===== src/rtl/phy_ind_pkg.sv =====
package phy_ind_pkg;
  localparam int FRAME_BITS = 64;
  localparam int TA_FIRST   = 46;
  localparam int TA_SAMPLE  = 47;
  localparam int DATA_FIRST = 48;

  localparam int CMD_BUSY = 15;
  localparam int CMD_ERR  = 13;
  localparam int CMD_MODE = 12;
  localparam int CMD_RD   = 11;
  localparam int CMD_WR   = 10;

  typedef enum logic [1:0] {
    OP_WRITE = 2'b01,
    OP_READ  = 2'b10
  } mdio_op_e;
endpackage


===== src/rtl/mdc_gen.sv =====
module mdc_gen #(
  parameter int HALF_DIV = 4
) (
  input  logic clk_i,
  input  logic rst_ni,
  input  logic run_i,
  output logic mdc_o,
  output logic rise_o,
  output logic fall_o
);
  localparam int CW = (HALF_DIV > 1) ? $clog2(HALF_DIV) : 1;

  logic [CW-1:0] cnt_q;
  logic          mdc_q;
  logic          wrap;

  assign wrap   = run_i && (cnt_q == CW'(HALF_DIV - 1));
  assign rise_o = wrap && !mdc_q;
  assign fall_o = wrap && mdc_q;
  assign mdc_o  = mdc_q;

  always_ff @(posedge clk_i or negedge rst_ni) begin
    if (!rst_ni) begin
      cnt_q <= '0;
      mdc_q <= 1'b0;
    end else if (!run_i) begin
      cnt_q <= '0;
      mdc_q <= 1'b0;
    end else if (wrap) begin
      cnt_q <= '0;
      mdc_q <= ~mdc_q;
    end else begin
      cnt_q <= cnt_q + 1'b1;
    end
  end

  assert_mdc_idle_R4: assert property (@(posedge clk_i) disable iff (!rst_ni)
    !run_i |=> !mdc_o);
endmodule


===== src/rtl/mdio_frame.sv =====
module mdio_frame
  import phy_ind_pkg::*;
(
  input  logic        clk_i,
  input  logic        rst_ni,
  input  logic        start_i,
  input  logic        is_rd_i,
  input  logic [4:0]  phy_i,
  input  logic [4:0]  reg_i,
  input  logic [15:0] wdata_i,
  input  logic        rise_i,
  input  logic        fall_i,
  input  logic        mdio_i,
  output logic        run_o,
  output logic        mdio_o,
  output logic        oe_o,
  output logic        done_o,
  output logic [15:0] rdata_o,
  output logic        ta_ok_o
);
  localparam int IW = $clog2(FRAME_BITS);

  logic [FRAME_BITS-1:0] sh_q;
  logic [IW-1:0]         idx_q;
  logic                  run_q, rd_q, ta_ok_q;
  logic [15:0]           rx_q;
  mdio_op_e              op;

  assign op      = is_rd_i ? OP_READ : OP_WRITE;
  assign run_o   = run_q;
  assign mdio_o  = sh_q[FRAME_BITS-1];
  assign oe_o    = run_q && !(rd_q && (idx_q >= IW'(TA_FIRST)));
  assign done_o  = run_q && fall_i && (idx_q == IW'(FRAME_BITS - 1));
  assign rdata_o = rx_q;
  assign ta_ok_o = ta_ok_q;

  always_ff @(posedge clk_i or negedge rst_ni) begin
    if (!rst_ni) begin
      sh_q    <= '0;
      idx_q   <= '0;
      run_q   <= 1'b0;
      rd_q    <= 1'b0;
      ta_ok_q <= 1'b0;
      rx_q    <= '0;
    end else if (start_i && !run_q) begin
      sh_q    <= {32'hFFFF_FFFF, 2'b01, op, phy_i, reg_i,
                  is_rd_i ? 2'b11 : 2'b10, is_rd_i ? 16'hFFFF : wdata_i};
      idx_q   <= '0;
      run_q   <= 1'b1;
      rd_q    <= is_rd_i;
      ta_ok_q <= !is_rd_i;
      rx_q    <= '0;
    end else if (run_q) begin
      if (rise_i && rd_q) begin
        if (idx_q == IW'(TA_SAMPLE)) ta_ok_q <= !mdio_i;
        if (idx_q >= IW'(DATA_FIRST)) rx_q <= {rx_q[14:0], mdio_i};
      end
      if (fall_i) begin
        sh_q  <= {sh_q[FRAME_BITS-2:0], 1'b1};
        idx_q <= idx_q + 1'b1;
        if (idx_q == IW'(FRAME_BITS - 1)) run_q <= 1'b0;
      end
    end
  end

  assert_no_restart_R7: assert property (@(posedge clk_i) disable iff (!rst_ni)
    (run_q && !done_o) |=> run_q);
endmodule


===== src/rtl/phy_ind_access.sv =====
module phy_ind_access
  import phy_ind_pkg::*;
#(
  parameter int MDC_HALF_DIV = 4
) (
  input  logic        clk_i,
  input  logic        rst_ni,
  input  logic        reg_wr_i,
  input  logic        reg_addr_i,
  input  logic [15:0] reg_wdata_i,
  output logic [15:0] reg_rdata_o,
  output logic        mdc_o,
  output logic        mdio_o,
  output logic        mdio_oe_o,
  input  logic        mdio_i
);
  logic [12:0] cmd_q;
  logic        busy_q, err_q;
  logic [15:0] data_q;
  logic        accept, valid, start;
  logic        run, rise, fall, done, ta_ok;
  logic [15:0] rx_data;

  assign accept = reg_wr_i && !reg_addr_i && reg_wdata_i[CMD_BUSY] && !busy_q;
  assign valid  = reg_wdata_i[CMD_MODE] && (reg_wdata_i[CMD_WR] ^ reg_wdata_i[CMD_RD]);
  assign start  = accept && valid;

  always_ff @(posedge clk_i or negedge rst_ni) begin
    if (!rst_ni) begin
      cmd_q  <= '0;
      busy_q <= 1'b0;
      err_q  <= 1'b0;
      data_q <= '0;
    end else if (busy_q) begin
      if (done) begin
        busy_q <= 1'b0;
        if (cmd_q[CMD_RD]) begin
          data_q <= ta_ok ? rx_data : 16'hFFFF;
          err_q  <= !ta_ok;
        end
      end
    end else if (reg_wr_i) begin
      if (reg_addr_i) begin
        data_q <= reg_wdata_i;
      end else if (accept) begin
        cmd_q  <= reg_wdata_i[12:0];
        err_q  <= 1'b0;
        busy_q <= valid;
      end
    end
  end

  assign reg_rdata_o = reg_addr_i ? data_q : {busy_q, 1'b0, err_q, cmd_q};

  mdc_gen #(.HALF_DIV(MDC_HALF_DIV)) u_mdc (
    .clk_i  (clk_i),
    .rst_ni (rst_ni),
    .run_i  (run),
    .mdc_o  (mdc_o),
    .rise_o (rise),
    .fall_o (fall)
  );

  mdio_frame u_frame (
    .clk_i   (clk_i),
    .rst_ni  (rst_ni),
    .start_i (start),
    .is_rd_i (reg_wdata_i[CMD_RD]),
    .phy_i   (reg_wdata_i[9:5]),
    .reg_i   (reg_wdata_i[4:0]),
    .wdata_i (data_q),
    .rise_i  (rise),
    .fall_i  (fall),
    .mdio_i  (mdio_i),
    .run_o   (run),
    .mdio_o  (mdio_o),
    .oe_o    (mdio_oe_o),
    .done_o  (done),
    .rdata_o (rx_data),
    .ta_ok_o (ta_ok)
  );

  assert_idle_quiet_R4: assert property (@(posedge clk_i) disable iff (!rst_ni)
    !busy_q |-> (!mdc_o && !mdio_oe_o));
  assert_mdio_hold_R4: assert property (@(posedge clk_i) disable iff (!rst_ni)
    $rose(mdc_o) |-> $stable(mdio_o));
  assert_data_locked_R7: assert property (@(posedge clk_i) disable iff (!rst_ni)
    (busy_q && $past(busy_q)) |-> $stable(data_q));
  assert_cmd_locked_R7: assert property (@(posedge clk_i) disable iff (!rst_ni)
    (busy_q && $past(busy_q)) |-> $stable(cmd_q));
  assert_busy_runs_R5: assert property (@(posedge clk_i) disable iff (!rst_ni)
    (busy_q && $past(busy_q)) |-> run);
endmodule


===== config.mk =====
export PLATFORM = sky130hd
export DESIGN_NAME = phy_ind_access
export DESIGN_NICKNAME = d
export VERILOG_FILES = /design/src/rtl/phy_ind_pkg.sv /design/src/rtl/mdc_gen.sv /design/src/rtl/mdio_frame.sv /design/src/rtl/phy_ind_access.sv
export SDC_FILE = /design/constraint.sdc
export NUM_CORES = 1
export LEC_CHECK = 0
export CAP_MARGIN = 40
export CORE_MARGIN = 10
export CORE_UTILIZATION = 30
export CTS_CLUSTER_SIZE = 20
export DETAILED_ROUTE_END_ITERATION = 8
export GPL_TIMING_DRIVEN = 0
export RECOVER_POWER = 25
export SETUP_SLACK_MARGIN = 0.5
export SLEW_MARGIN = 20
export SYNTH_ARGS = -nofsm -noshare
export SYNTH_HDL_FRONTEND = slang
export SYNTH_SLANG_ARGS = --single-unit
export TNS_END_PERCENT = 5

===== constraint.sdc =====
create_clock -name clk_i -period 4.5 [get_ports clk_i]
set_clock_uncertainty 0.2 [all_clocks]
set_input_delay 0.675 -clock clk_i [delete_from_list [all_inputs] [get_ports clk_i]]
set_output_delay 0.675 -clock clk_i [all_outputs]
set_load 0.02 [all_outputs]

==> results of run 1 <==
## cell families (layout without fill, tap and decap cells)
| kind of cell | Yosys count | count (layout) | synth area share [%] |
|---|---|---|---|
| compound gates | 78 | 78 | 10.4 |
| fa+ha+maj | 2 | 2 | 0.450 |
| flops | 123 | 123 | 55.4 |
| xor+xnor | 6 | 6 | 0.945 |
| buf+inv | 62 | 133 | 5.24 |
| mux | 36 | 36 | 6.82 |
| simple gates | 265 | 265 | 20.8 |
## registers in the layout, indices dropped and copies added (netlist names)
name and cells:
u_mdc.mdc_o 1, u_frame.rd_q 1, data_q 16, u_frame.rdata_o 16, u_frame.sh_q 64, u_frame.ta_ok_o 1, err_q 1, u_frame.idx_q 6
u_frame.run_o 1, cmd_q 13, busy_q 1, u_mdc.cnt_q 2
## layout make-up
type | instances | area (um^2)
Inverter | 18 | 67.6
Buffer | 44 | 224
Sequential cell | 123 | 3080
Multi-Input combinational cell | 387 | 2190
Fill cell | 1777 | 11200
Clock inverter | 14 | 194
Timing Repair Buffer | 39 | 403
Tap cell | 229 | 287
Clock buffer | 18 | 439
## synthesized netlist by cell type
library cell  number  area (um^2)
or3_1              2         12.5
clkbuf_1          22         82.6
and3_1             1         6.26
o21ai_0            3         15.0
mux2_2            15          169
nand2b_1           3         18.8
a21o_1             2         15.0
or4_1              1         7.51
buf_4              3         22.5
xor2_1             3         26.3
inv_1             18         67.6
buf_2             14         70.1
mux2i_1           21          210
a22oi_1           10         75.1
xnor2_1            3         26.3
nand4_1            2         12.5
buf_6              4         45.0
o22ai_1            3         18.8
and2_1             3         18.8
nor3_1            17         85.1
nand3_2            1         10.0
and3b_1            1         8.76
nand3_1           47          235
a22o_1             2         17.5
nor3b_1            2         15.0
dfrtp_1          123         3080
nor4_1             2         12.5
a221o_1           16          160
ha_1               2         25.0
a21oi_2            8         70.1
o21a_1             2         15.0
a31oi_1           16          100
a21oi_1           13         65.1
or3_4              1         11.3
a21boi_0           2         15.0
nor3_2             1         10.0
a31o_2             1         8.76
buf_1              1         3.75
nand4bb_1          1         11.3
nand2_1          154          578
nor4bb_1           1         10.0
nor2_1            25         93.8
## routing by layer
metal / GRT usage (%) / share of wire [%]
met3: 3.75 / 4.9
met4: 3.91 / 1.6
met1: 15.9 / 46
met2: 18.0 / 47
met5: 0 / 0
## power by group through the flow
stage	registers, mW	clock network [mW]	logic [mW]
after floorplan	1.81	0	0.710
after global placement	1.89	0	0.968
after detailed placement	1.89	0	1.00
after CTS	1.89	1.49	1.00
after global routing	1.95	1.54	1.13
final	1.89	1.47	0.983
## through the flow
step | total power [mW] | TNS (ns)
floorplan | 2.52 | 0
global route | 4.62 | 0
detailed placement | 2.89 | 0
global placement | 2.86 | -302.39
CTS | 4.38 | 0
finish | 4.35 | 0
## worst max path at each step
| stage | startpoint | endpoint |
|---|---|---|
| 6_report | reg_addr_i | reg_rdata_o[12] |
| 5_1_grt | reg_addr_i | reg_rdata_o[10] |
| 4_1_cts | reg_addr_i | reg_rdata_o[11] |
| 3_5_place_dp | reg_addr_i | reg_rdata_o[11] |
| 3_3_place_gp | rst_ni | u_frame.rdata_o[6]$_DFFE_PN0P_ |
| 2_1_floorplan | reg_addr_i | reg_rdata_o[10] |
## layout by cell type (no fill, tap or decap), types with 4 or more instances in the layout
cell	count
a21oi_2	8
clkbuf_16	17
bufinv_16	4
mux2_2	15
a22oi_1	10
a221o_1	16
nand3_1	47
clkbuf_1	23
inv_1	18
buf_2	14
clkinvlp_4	5
a21oi_1	13
nor3_1	17
buf_6	4
nand2_1	154
mux2i_1	21
dfrtp_1	123
clkdlybuf4s50_1	35
a31oi_1	16
nor2_1	25
## repair_timing
item	CTS	global route
buffers inserted	0	0
endpoints found under the setup margin	0	0
hold buffers	1	0
hold endpoints to repair	26	0
==> flow_summary_export.csv, run 1 <==
group,metric,value,unit
run_status,status,"complete, but fails checks",
run_status,violations,"capacitance limit, slew limit",
global_routing,antenna_found_initial,0,
sta,rsz0062_at_grt,"no",
cts,clk_pin_slew,0.06,ns
pwr,p_int,2.98,mW
drt,drt_iter0_markers,307,
global_routing,grt_pass1_wl,23200,um
hold_path,whs_endpoint,"u_mdc.cnt_q[0]$_DFF_PN0_",
drt,drtAntennaViolNets,0,
layout,finalNonFillerCells,872,
pwr,pwr-share-clk,33.9,%
layout,fin_area,6880,um^2
cts,clock-root-buffer,"clkbuf_16",
cts,cts_buffer_depth,2,
die,io_pins,40,
sta,finalSetupViolations,0,
placement,io_buffer_count,36,
pwr,vdd_ir_drop_max,0.000404,V
critical_path,critPathMaxStageDelay,0.54,ns
synthesis,syn_area,5560,um^2
hold_path,min_path_type,"reg2reg",
placement,place_area,6250,um^2
pwr,p_comb_share,22.6,%
synthesis,yosys_warnings,0,
placement,dpl_worst_slack,1.30,ns
global_routing,grt_pass1_vias,4309,
sta,tightest_slew,1.57,ns
pwr,p_switching,1.37,mW
critical_path,reg2regPathDepth,5,
drt,num_vias,4353,
drt,wl_per_cell,16.0,um
sta,finalHoldViolations,0,
sta,maxSlewHeadroom,-4.44,%
sta,slew_violations,27,
hold_path,hold_depth,1,
critical_path,required,3.62,ns
global_routing,grt_remaining_overflow,0,
placement,dp_hpwl,9610,um
synthesis,ys_types,42,
critical_path,ff2ff_setup_slack,2.20,ns
die,core,18100,um^2
critical_path,path_class,"in2out",
synthesis,synthesis.area_per_instance,9.72,um^2
cts,ctsResizeCount,0,
pwr,swShare,31.4,%
die,start_util,30.7,%
layout,final_core_util,38.0,%
die,dieArea,24400,um^2
critical_path,path_max_fanout,10,
critical_path,timing.rr.end,"u_frame.rdata_o[4]$_DFFE_PN0P_",
critical_path,start_kind,"input port",
run,maxCapViolCount,1,
cts,clk_latency,0.42,ns
critical_path,path_depth,4,
critical_path,path_buf_inv,3,
critical_path,crit_arrival,2.36,ns
sta,min_period,3.24,ns
critical_path,critPathCaptureType,"primary output",
die,rows,49,
sta,worst_slack,1.26,ns
layout,diodes,0,
critical_path,cpMaxStageDelayCell,"clkdlybuf4s50_1",
critical_path,r2r_start,"busy_q$_DFF_PN0_",
cts,numCtsBuffers,17,
critical_path,path_cells,"buf_4 > clkbuf_1 > mux2_2 > clkdlybuf4s50_1",
synthesis,ys_ff_latch,123,
hold_path,hold_path.startpoint,"u_mdc.cnt_q[0]$_DFF_PN0_",
cts,htreeDepth,4,
die,die_h,156,um
placement,place_congestion,0.760,
global_routing,grt_usage,11.9,%
synthesis,yosysSeqAreaShare,55.4,%
layout,nNetsFinal,653,
pwr,seq_power_share,43.5,%
synthesis,synth_nets,595,
sta,period_share,72.0,%
placement,placed_cells,839,
drt,drt_first_pass_iters,5,
cts,cts.sinks,123,
drt,post-route-drc-count,0,
global_routing,grt_max_degree,98,
sta,max_clock_freq,0.309,GHz
drt,via_per_inst,4.99,
cts,cts_tree,"done",
layout,drive_above_1_share,12.8,%
pwr,power-per-cell-area,631,nW/um^2
layout,area_growth,23.8,%
drt,drt_wl_total,13900,um
synthesis,synth_cells,572,
critical_path,critPathTopFamily,"buffers and inverters",
die,die_w,156,um
sta,fin_hold_ws,0.256,ns
pwr,leakage,3.05,nW
(Power assumes the default switching activity.)
==> inputs of run 2 (changes only) <==
==> constraint.sdc (replaced) <==
create_clock -name clk_i -period 3.2 [get_ports clk_i]
set_clock_uncertainty 0.2 [all_clocks]
set_input_delay 0.48 -clock clk_i [delete_from_list [all_inputs] [get_ports clk_i]]
set_output_delay 0.48 -clock clk_i [all_outputs]
set_load 0.02 [all_outputs]
==> flow_summary_export.csv, run 2 (synthesized netlist as in run 1, its figures left out) <==
group,metric,value,unit
placement,dpl_worst_slack,0.389,ns
cts,numCtsBuffers,17,
layout,multiInputGateArea,2190,um^2
global_routing,grt_remaining_overflow,0,
critical_path,cp-startpoint,"reg_addr_i",
critical_path,required,2.52,ns
run_status,status,"complete, but fails checks",
layout,final_cell_mix,"nand2_1 (154), dfrtp_1 (123), nand3_1 (47)",
sta,rsz0062_at_grt,"no",
global_routing,grt_pass1_wl,23200,um
layout,drive_above_1_share,12.9,%
die,dieArea,24400,um^2
die,io_pins,40,
layout,layout.cells.most_common,"nand2_1",
critical_path,r2r_start,"busy_q$_DFF_PN0_",
layout,ff_latch_area,3080,um^2
critical_path,ff2ff_setup_slack,0.89,ns
run_status,violations,"capacitance limit, slew limit",
sta,slew_violations,27,
sta,period_share,81.5,%
global_routing,antenna_found_initial,0,
drt,wl_per_cell,16.0,um
pwr,total_power,6.11,mW
placement,dp_hpwl,9610,um
die,start_util,30.7,%
critical_path,critPathCaptureType,"primary output",
run,maxCapViolCount,1,
placement,io_buffer_count,36,
global_routing,grt_usage,11.9,%
critical_path,crit_arrival,1.93,ns
cts,cts_buffer_depth,2,
global_routing,grt_max_degree,98,
sta,max_clock_freq,0.383,GHz
drt,drt_wl_total,13900,um
drt,via_per_inst,4.99,
placement,place_congestion,0.760,
drt,drt_iter0_markers,310,
layout,finalNonFillerCells,872,
sta,tightest_slew,1.56,ns
sta,finalSetupViolations,0,
critical_path,crit_path_end,"reg_rdata_o[11]",
drt,drtAntennaViolNets,0,
placement,placed_cells,839,
die,rows,49,
cts,clk_latency,0.42,ns
global_routing,grt_pass1_vias,4309,
sta,maxSlewHeadroom,-4.23,%
layout,largest_reg_flops,64,
drt,post-route-drc-count,0,
sta,finalHoldViolations,0,
hold_path,min_path_type,"in2reg",
critical_path,start_kind,"input port",
die,core,18100,um^2
die,die_w,156,um
drt,drt_first_pass_iters,4,
cts,clock-root-buffer,"clkbuf_16",
critical_path,timing.rr.end,"u_frame.rdata_o[3]$_DFFE_PN0P_",
layout,fillers,1779,
layout,nNetsFinal,653,
sta,min_period,2.61,ns
die,die_h,156,um
cts,clk_pin_slew,0.06,ns
layout,area_growth,23.8,%
layout,top_register,"u_frame.sh_q",
layout,diodes,0,
pwr,leakage,3.05,nW
sta,fin_hold_ws,0.183,ns
cts,cts_tree,"done",
drt,num_vias,4350,
sta,worst_slack,0.591,ns
cts,htreeDepth,4,
cts,cts.sinks,123,
pwr,vdd_ir_drop_max,0.000568,V
pwr,power-per-cell-area,888,nW/um^2
sta,fin_tns_setup,0,ns
critical_path,path_class,"in2out",
critical_path,path_max_fanout,10,
critical_path,reg2regPathDepth,5,
==> run 2: cell types whose count changed in the layout (fill, tap and decap cells not counted) <==
cell / before / now
clkbuf_2: 0 / 1
clkbuf_1: 23 / 22
==> run 2: critical path, cell delays in order <==
cell	delay [ns]
buf_4	0.19
clkbuf_2	0.31
mux2_2	0.39
clkdlybuf4s50_1	0.55
==> run 2: worst min path at each step <==
stage,start,slack (ns),endpoint,depth (start not counted)
3_3_place_gp,u_mdc.cnt_q[0]$_DFF_PN0_,0.23,u_mdc.cnt_q[0]$_DFF_PN0_,1
3_5_place_dp,rst_ni,0.14,u_frame.sh_q[37]$_DFFE_PN0P_,1
4_1_cts,reg_wdata_i[10],0.18,cmd_q[10]$_DFFE_PN0P_,3
5_1_grt,reg_wdata_i[10],0.20,cmd_q[10]$_DFFE_PN0P_,3
2_1_floorplan,rst_ni,-0.02,busy_q$_DFF_PN0_,0
6_report,reg_wdata_i[10],0.18,cmd_q[10]$_DFFE_PN0P_,3
==> run 2: repair_timing <==
item / CTS / global route
gates resized for setup: 1 / 0
hold endpoints to repair: 26 / 0
hold buffers: 1 / 0
buffers inserted: 0 / 0
setup endpoints to repair: 9 / 0
==> run 2: area by class of cell <==
cell class | instances | area share, %
buffer | 44 | 3.27
clock buffer | 18 | 6.38
clock inverter | 14 | 2.82
inverter | 18 | 0.982
multi-input combinational | 387 | 31.8
sequential | 123 | 44.7
tap | 229 | 4.16
timing repair buffer | 39 | 5.85
==> run 2: metal layers <==
layer	GRT usage, %	routed length [um]
met4	3.91	227
met1	15.9	6490
met3	3.75	664
met5	0	0
met2	18.0	6530
==> run 2: through the flow <==
step,util (%),cell area (um^2)
after floorplan,-,5560
after global placement,34.3,6210
after detailed placement,34.6,6250
after CTS,38.1,6890
after global routing,38.1,6880
final,38.1,6880
==> run 2: where the power goes <==
| part | switching (mW) | total (mW) | internal, mW |
|---|---|---|---|
| clock network | 0.745 | 2.07 | 1.33 |
| logic | 0.725 | 1.38 | 0.657 |
| registers | 0.452 | 2.66 | 2.21 |
| total | 1.92 | 6.11 | 4.19 |
==> inputs of run 3 (changes only) <==
==> constraint.sdc (replaced) <==
create_clock -name clk_i -period 2.25 [get_ports clk_i]
set_clock_uncertainty 0.2 [all_clocks]
set_input_delay 0.3375 -clock clk_i [delete_from_list [all_inputs] [get_ports clk_i]]
set_output_delay 0.3375 -clock clk_i [all_outputs]
set_load 0.02 [all_outputs]
==> flow_summary_export.csv, run 3 (synthesized netlist as in run 1, its figures left out) <==
group,metric,value,unit
run,maxCapViolCount,0,
layout,nNetsFinal,669,
cts,cts.sinks,123,
cts,cts_tree,"done",
die,io_pins,40,
cts,htreeDepth,4,
global_routing,antenna_found_initial,0,
critical_path,path_depth,7,
critical_path,cpMaxStageDelayCell,"or4_4",
sta,rsz0062_at_grt,"yes",
critical_path,cp-startpoint,"u_mdc.cnt_q[0]$_DFF_PN0_",
cts,cts_buffer_depth,2,
global_routing,grt_max_degree,73,
sta,finalHoldViolations,0,
pwr,power-per-cell-area,1200,nW/um^2
critical_path,r2r_start,"u_mdc.cnt_q[0]$_DFF_PN0_",
drt,num_vias,4386,
die,start_util,30.7,%
global_routing,grt_pass1_vias,4402,
drt,drt_wl_total,14400,um
global_routing,grt_pass1_wl,23600,um
drt,drt_iter0_markers,235,
hold_path,hold_path.startpoint,"reg_wdata_i[10]",
global_routing,grt_remaining_overflow,0,
hold_path,min_path_type,"in2reg",
drt,wl_per_cell,16.2,um
sta,finalSetupViolations,0,
placement,placed_cells,839,
drt,post-route-drc-count,0,
sta,period_share,90.3,%
critical_path,path_cells,"ha_1 > nand3_4 > or4_4 > buf_8 > buf_12 > a21oi_4 > a221o_1",
placement,dp_hpwl,9790,um
layout,finalNonFillerCells,888,
global_routing,grt_usage,12.3,%
critical_path,critPathMaxStageDelay,0.50,ns
sta,maxSlewHeadroom,52.3,%
layout,largest_reg_flops,64,
critical_path,reg2regPathDepth,7,
pwr,vdd_ir_drop_max,0.000674,V
layout,area_growth,29.7,%
die,rows,49,
layout,fillers,1750,
drt,drt_first_pass_iters,4,
die,die_w,156,um
critical_path,required,2.42,ns
layout,diodes,0,
die,die_h,156,um
critical_path,critPathTopFamily,"simple AND/OR/NAND/NOR gates",
placement,place_congestion,0.770,
sta,max_clock_freq,0.492,GHz
sta,slew_violations,0,
placement,io_buffer_count,36,
layout,top_register,"u_frame.sh_q",
critical_path,critPathCaptureType,"register",
critical_path,path_buf_inv,2,
layout,final_cell_mix,"nand2_1 (154), dfrtp_1 (117), nand3_1 (46)",
die,core,18100,um^2
critical_path,path_max_fanout,10,
drt,via_per_inst,4.94,
cts,clock-root-buffer,"clkbuf_16",
pwr,leakage,3.24,nW
drt,drtAntennaViolNets,0,
run_status,status,"finished, final reports clean",
critical_path,path_class,"reg2reg",
cts,clk_latency,0.42,ns
cts,numCtsBuffers,17,
sta,fin_hold_ws,0.0443,ns
die,dieArea,24400,um^2
critical_path,start_kind,"register",
sta,fin_tns_setup,0,ns
cts,clk_pin_slew,0.06,ns
layout,drive_above_1_share,22.0,%
sta,tightest_slew,0.716,ns
hold_path,hold_depth,2,
critical_path,crit_arrival,2.20,ns
sta,min_period,2.03,ns
layout,layout.cells.most_common,"nand2_1",
run 3: changes by cell type in the layout (fill, tap and decap cells not counted), sizes merged, moves of 3 or more:
| cell | before | now |
|---|---|---|
| buf | 23 | 45 |
| clkdlybuf4s50 | 35 | 16 |
| clkdlybuf4s15 | 1 | 12 |
| clkinv | 3 | 8 |
| dlygate4sd2 | 0 | 3 |
run 3: routing by layer:
layer	track usage (%)	part of all wire, %	vias to the layer above
met5	0	0	-
met4	5.62	3.0	0
met3	3.56	3.8	31
met2	18.9	47	84
met1	15.7	46	2172
li1	-	-	2099
run 3: worst paths after layout:
check,to,slack [ns]
max in group asynchronous,u_mdc.mdc_o$_DFFE_PN0P_,0.92
min,u_frame.sh_q[29]$_DFFE_PN0P_,0.04
max,data_q[2]$_DFFE_PN0P_,0.22
max reg2reg,data_q[2]$_DFFE_PN0P_,0.22
min reg2reg,cmd_q[4]$_DFFE_PN0P_,0.28
min in group asynchronous,u_frame.sh_q[40]$_DFFE_PN0P_,0.22
run 3: repair_timing:
| action | CTS | global route |
|---|---|---|
| hold buffers | 1 | 0 |
| endpoints found under the setup margin | 134 | 134 |
| cloned | 0 | 1 |
| hold endpoints to repair | 51 | 0 |
| buffers inserted | 9 | 6 |
| pin swaps | 3 | 3 |
| gates resized for setup | 91 | 27 |
run 3: stage by stage:
| step | setup WS, ns | total power, mW | cell area (um^2) | util, % |
|---|---|---|---|---|
| floorplan | 0.386 | 5.06 | 5590 | - |
| global placement | -4.86 | 5.75 | 6230 | 34.5 |
| detailed placement | -0.315 | 5.82 | 6280 | 34.7 |
| CTS | 0.288 | 8.63 | 7060 | 39.1 |
| global route | 0.148 | 9.19 | 7210 | 39.9 |
| finish | 0.218 | 8.62 | 7210 | 39.9 |
run 3: power breakdown:
group / internal, mW / total, mW / switching (mW)
clock network: 1.66 / 2.70 / 1.04
registers: 3.15 / 3.80 / 0.652
logic: 1.00 / 2.12 / 1.12
total: 5.81 / 8.62 / 2.82
run 3: area by class of cell:
| cell class | count | area (um^2) | share of cell area (%) |
|---|---|---|---|
| Sequential cell | 123 | 3090 | 42.8 |
| Multi-Input combinational cell | 387 | 2340 | 32.5 |
| Timing Repair Buffer | 55 | 524 | 7.27 |
| Clock buffer | 18 | 439 | 6.09 |
| Buffer | 44 | 319 | 4.43 |
| Tap cell | 229 | 287 | 3.97 |
| Clock inverter | 14 | 146 | 2.03 |
| Inverter | 18 | 67.6 | 0.937 |
